`src/rtl/kwg_pkg.sv`:
```
package kwg_pkg;
   localparam int unsigned NUM_SLOTS = 2;

   function automatic logic in_window(input logic [31:0] addr,
                                      input logic [31:0] base,
                                      input logic [31:0] span);
      logic [31:0] off;
      off = addr - base;
      return (addr >= base) && (off < span);
   endfunction
endpackage

```
`src/rtl/kwg_key_slot.sv`:
```
module kwg_key_slot #(
   parameter int unsigned    AW   = 8,
   parameter int unsigned    DW   = 32,
   parameter logic [AW-1:0]  ADDR = '0,
   parameter logic [DW-1:0]  KEY  = '0
) (
   input  logic          clk,
   input  logic          rst_n,
   input  logic          wr_en,
   input  logic [AW-1:0] wr_addr,
   input  logic [DW-1:0] wr_data,
   output logic          hit,
   output logic          holds_key
);
   logic match_q;

   assign hit = (wr_addr == ADDR);

   always_ff @(posedge clk or negedge rst_n) begin
      if (!rst_n)
         match_q <= 1'b0;
      else if (wr_en && hit)
         match_q <= (wr_data == KEY);
   end

   assign holds_key = match_q;
endmodule

```
`src/rtl/kwg_window_decode.sv`:
```
module kwg_window_decode #(
   parameter int unsigned AW   = 8,
   parameter int unsigned BASE = 0,
   parameter int unsigned SPAN = 'h58
) (
   input  logic [AW-1:0] addr,
   output logic          guarded
);
   logic [31:0] addr_ext;

   assign addr_ext = 32'(addr);
   assign guarded  = kwg_pkg::in_window(addr_ext, 32'(BASE), 32'(SPAN));
endmodule

```
`src/rtl/keyed_write_guard.sv`:
```
module keyed_write_guard #(
   parameter int unsigned   AW          = 8,
   parameter int unsigned   DW          = 32,
   parameter logic [AW-1:0] SLOT_A_ADDR = 8'h6C,
   parameter logic [AW-1:0] SLOT_B_ADDR = 8'h70,
   parameter logic [DW-1:0] SLOT_A_KEY  = 32'h83E7_0B13,
   parameter logic [DW-1:0] SLOT_B_KEY  = 32'h95A4_F1E0,
   parameter int unsigned   WIN_BASE    = 'h00,
   parameter int unsigned   WIN_SPAN    = 'h58
) (
   input  logic          clk,
   input  logic          rst_n,
   input  logic          wr_en,
   input  logic [AW-1:0] wr_addr,
   input  logic [DW-1:0] wr_data,
   output logic          regf_we,
   output logic          guard_open
);
   localparam int unsigned NS = kwg_pkg::NUM_SLOTS;
   localparam logic [NS-1:0][AW-1:0] S_ADDR = {SLOT_B_ADDR, SLOT_A_ADDR};
   localparam logic [NS-1:0][DW-1:0] S_KEY  = {SLOT_B_KEY, SLOT_A_KEY};

   if (DW < 32) begin : g_bad_dw
      $error("keyed_write_guard: DW must be at least 32");
   end
   if (SLOT_A_ADDR == SLOT_B_ADDR) begin : g_bad_addr
      $error("keyed_write_guard: slot addresses must differ");
   end
   if (SLOT_A_KEY == SLOT_B_KEY) begin : g_bad_key
      $error("keyed_write_guard: slot keys must differ");
   end

   logic [NS-1:0] slot_hit;
   logic [NS-1:0] slot_ok;
   logic          any_slot;
   logic          guarded;

   for (genvar i = 0; i < NS; i++) begin : g_slot
      kwg_key_slot #(
         .AW   (AW),
         .DW   (DW),
         .ADDR (S_ADDR[i]),
         .KEY  (S_KEY[i])
      ) u_slot (
         .clk       (clk),
         .rst_n     (rst_n),
         .wr_en     (wr_en),
         .wr_addr   (wr_addr),
         .wr_data   (wr_data),
         .hit       (slot_hit[i]),
         .holds_key (slot_ok[i])
      );
   end

   kwg_window_decode #(
      .AW   (AW),
      .BASE (WIN_BASE),
      .SPAN (WIN_SPAN)
   ) u_decode (
      .addr    (wr_addr),
      .guarded (guarded)
   );

   assign any_slot   = |slot_hit;
   assign guard_open = &slot_ok;
   assign regf_we    = wr_en && !any_slot && (!guarded || guard_open);
endmodule

```
`config.mk`:
```
export PLATFORM = sky130hd
export DESIGN_NAME = keyed_write_guard
export DESIGN_NICKNAME = d
export VERILOG_FILES = /design/src/rtl/kwg_pkg.sv /design/src/rtl/kwg_key_slot.sv /design/src/rtl/kwg_window_decode.sv /design/src/rtl/keyed_write_guard.sv
export SDC_FILE = /design/constraint.sdc
export NUM_CORES = 1
export LEC_CHECK = 0
export BUFFER_PORTS_ARGS = -buffer_cell sky130_fd_sc_hd__clkbuf_2
export CORE_AREA = 2 2 39 41
export CTS_CLUSTER_SIZE = 28
export DETAILED_ROUTE_END_ITERATION = 6
export DIE_AREA = 0 0 41 43
export GPL_ROUTABILITY_DRIVEN = 1
export SYNTH_ARGS = -nofsm -noshare
export SYNTH_HDL_FRONTEND = slang
export SYNTH_SLANG_ARGS = --single-unit
```
`constraint.sdc`:
```
create_clock -name clk -period 0.9 [get_ports clk]
set_input_delay 0.09 -clock clk [delete_from_list [all_inputs] [get_ports clk]]
set_output_delay 0.09 -clock clk [all_outputs]
set_load 0.05 [all_outputs]
```
==> impl_metrics.toml <==
[global_routing]
grt_pass1_vias = 527
antenna_found_initial = 0
grt-ovfl-total = 0
grt_pass1_wl_mm = 1.75
track_usage = 0.136
grt_max_degree = 4

[yosys]
ys_seq_elements = 2
synth_edf_count = 0
synth_ff_type = "dfrtp_1"
ys.warnings.count = 0
ys_types = 22
syn_area_um2 = 298
synth_cells = 38
netlist_top_cells_count = "nand4_1, nor2_1, nand2_1, nor3_1, nor4bb_1"
synth_top_area_cell = "dfrtp_1"
synth_area_leaders = "dfrtp_1, nand4_1, nor4bb_1"
yosysTopAreaCellShare = 0.168
async_flop_share = 1.00
synth_sequential_area_ratio = 0.168
synth.most_common_cell = "nand4_1"
avgSynthCellArea_um2 = 7.84
synth_nets = 81

[drt]
first_pass_iters = 3
drt-total-wl_mm = 1.02
via_per_inst = 4.72
antenna_left = 0
wl_per_cell_um = 9.11
drt_iter0_drc = 1
post-route-drc-count = 0
routed-via-count = 529

[clock_network]
cts_root_buffer = "clkbuf_4"
clk_pin_slew_worst_paths_ns = 0.03
cts_buffer_depth = 2
insertion_delay_ns = 0.22
cts_tree = "yes"
cts.htree.levels = 1
numCtsBuffers = 3
cts_sinks = 2

[outcome]
violations = "setup timing"
outcome = "finished, violations left"

[final_layout]
finish.net_count = 141
syn2layout_area_growth_pct = 140
largest_reg_flops = 2
layout-drive-gt1-share = 0.677
insertedDiodeCount = 0

[die]
fp.dieH_um = 43
core_area_um2 = 1380
die_x_um = 41
rows = 14
initial_core_util = 0.215
ioPinCount = 45
dieArea_um2 = 1760

[worst_setup_path]
crit_path_max_incr_delay_ns = 0.37
critPathLaunchType = "flip-flop"
path_depth = 4
end_kind = "output pin"
worstPathCellList = "and2_4, a211oi_4, nor3_4, buf_8"
crit_path_top_delay_cell = "dfrtp_1"
cp.required_ns = 0.81
crit_type = "flip-flop to output pin"
arrival_ns = 1.16
crit_family = "flip-flops"
path_buf_inv = 1
rr_worst_depth = 4
critPathMaxFanout = 2

[worst_hold_path]
hold_path_class = "input pin to flip-flop"
worstHoldPathCells = 3

[sta]
fmax_mhz = 798
finalClockSkew_ns = 0
hold_viol = 0
rsz0062_at_grt = "true"
setup_viol_count_final = 4
post-route-min-period_ns = 1.25
tightest_slew_ns = 0.258
tns_ns = -0.506
max_slew_margin = 0.827
whs_ns = 0.152
min_period_over_period = 1.39
setup_ws_ns = -0.353
slew_violations = 0

[power_and_ir_drop]
cellPowerDensity_nw_per_um2 = 680
ir_drop_v = 0.000302
leakage_nw = 0.375

[flow_run]
cap_violations = 0

[place]
dp_hpwl_um = 950
portBuffers = 44
gp_congestion = 0.662
power breakdown:
group	switching [mW]	internal [mW]	total, mW
clock	0.0500	0.147	0.197
sequential	0.00000000000201	0.0906	0.0906
combinational	0.0768	0.122	0.198
metrics by stage:
step | std cells | setup slack, ns | area [µm²] | power, mW | util
floorplan | 38 | -0.220 | 324 | 0.149 | -
global placement | 106 | -0.288 | 624 | 0.272 | 0.451
detailed placement | 106 | -0.345 | 624 | 0.275 | 0.451
CTS | 110 | -0.375 | 682 | 0.491 | 0.493
global route | 112 | -0.396 | 714 | 0.529 | 0.516
finish | 112 | -0.353 | 714 | 0.486 | 0.516
final cells by class:
cell class              count  area, µm²
fillers                   138        669
flip-flops and latches      2       50.0
clock buffers               3       22.5
well taps                  16       20.0
repair buffers             55        335
multi-input cells          35        283
inverters                   1       3.75
path summary, 6_finish.rpt:
kind | start | slack [ns] | endpoint
hold / removal | wr_data[5] | 0.15 | g_slot[1].u_slot.holds_key
setup / recovery | g_slot[0].u_slot.holds_key | -0.35 | regf_we
max in group asynchronous | rst_n | 0.62 | g_slot[0].u_slot.holds_key
min in group asynchronous | rst_n | 0.18 | g_slot[1].u_slot.holds_key
setup reg to reg | g_slot[0].u_slot.holds_key | -0.01 | g_slot[0].u_slot.holds_key
hold reg to reg | g_slot[1].u_slot.holds_key | 0.57 | g_slot[1].u_slot.holds_key
placed cells by master (no fill, tap or decap), types with 2 or more instances in the layout:
cell type,n
nand4_1,5
nand3_1,2
nor3_1,2
nor4bb_1,3
dfrtp_1,2
nand2_1,3
buf_8,3
clkbuf_4,3
nor2_1,4
buf_4,10
clkbuf_2,41
tightest hold or removal path, cell delays in order:
cell	delay, ns
clkbuf_2	0.09
nand3_1	0.08
o41ai_2	0.07
layer usage:
metal	global-route usage	vias to the layer above	routed length, µm	part of all wire
met2	0.244	24	544	0.53
met1	0.141	232	395	0.39
met3	0.0314	0	80	0.078
met5	0	-	0	0
met4	0.0533	0	0	0
li1	-	273	-	-
cell families after synthesis:
logic type	share of synthesized area
simple gates	0.681
compound gates	0.139
buf+inv	0.0126
flops	0.168
timing repair:
action	CTS	global route
gates resized for setup	5	8
hold buffers	1	0
setup endpoints to repair	4	4
pin swaps	1	1
hold endpoints to repair	2	0
gates cloned	0	0
setup buffers	0	2
Power figures use the tool's default switching activity.
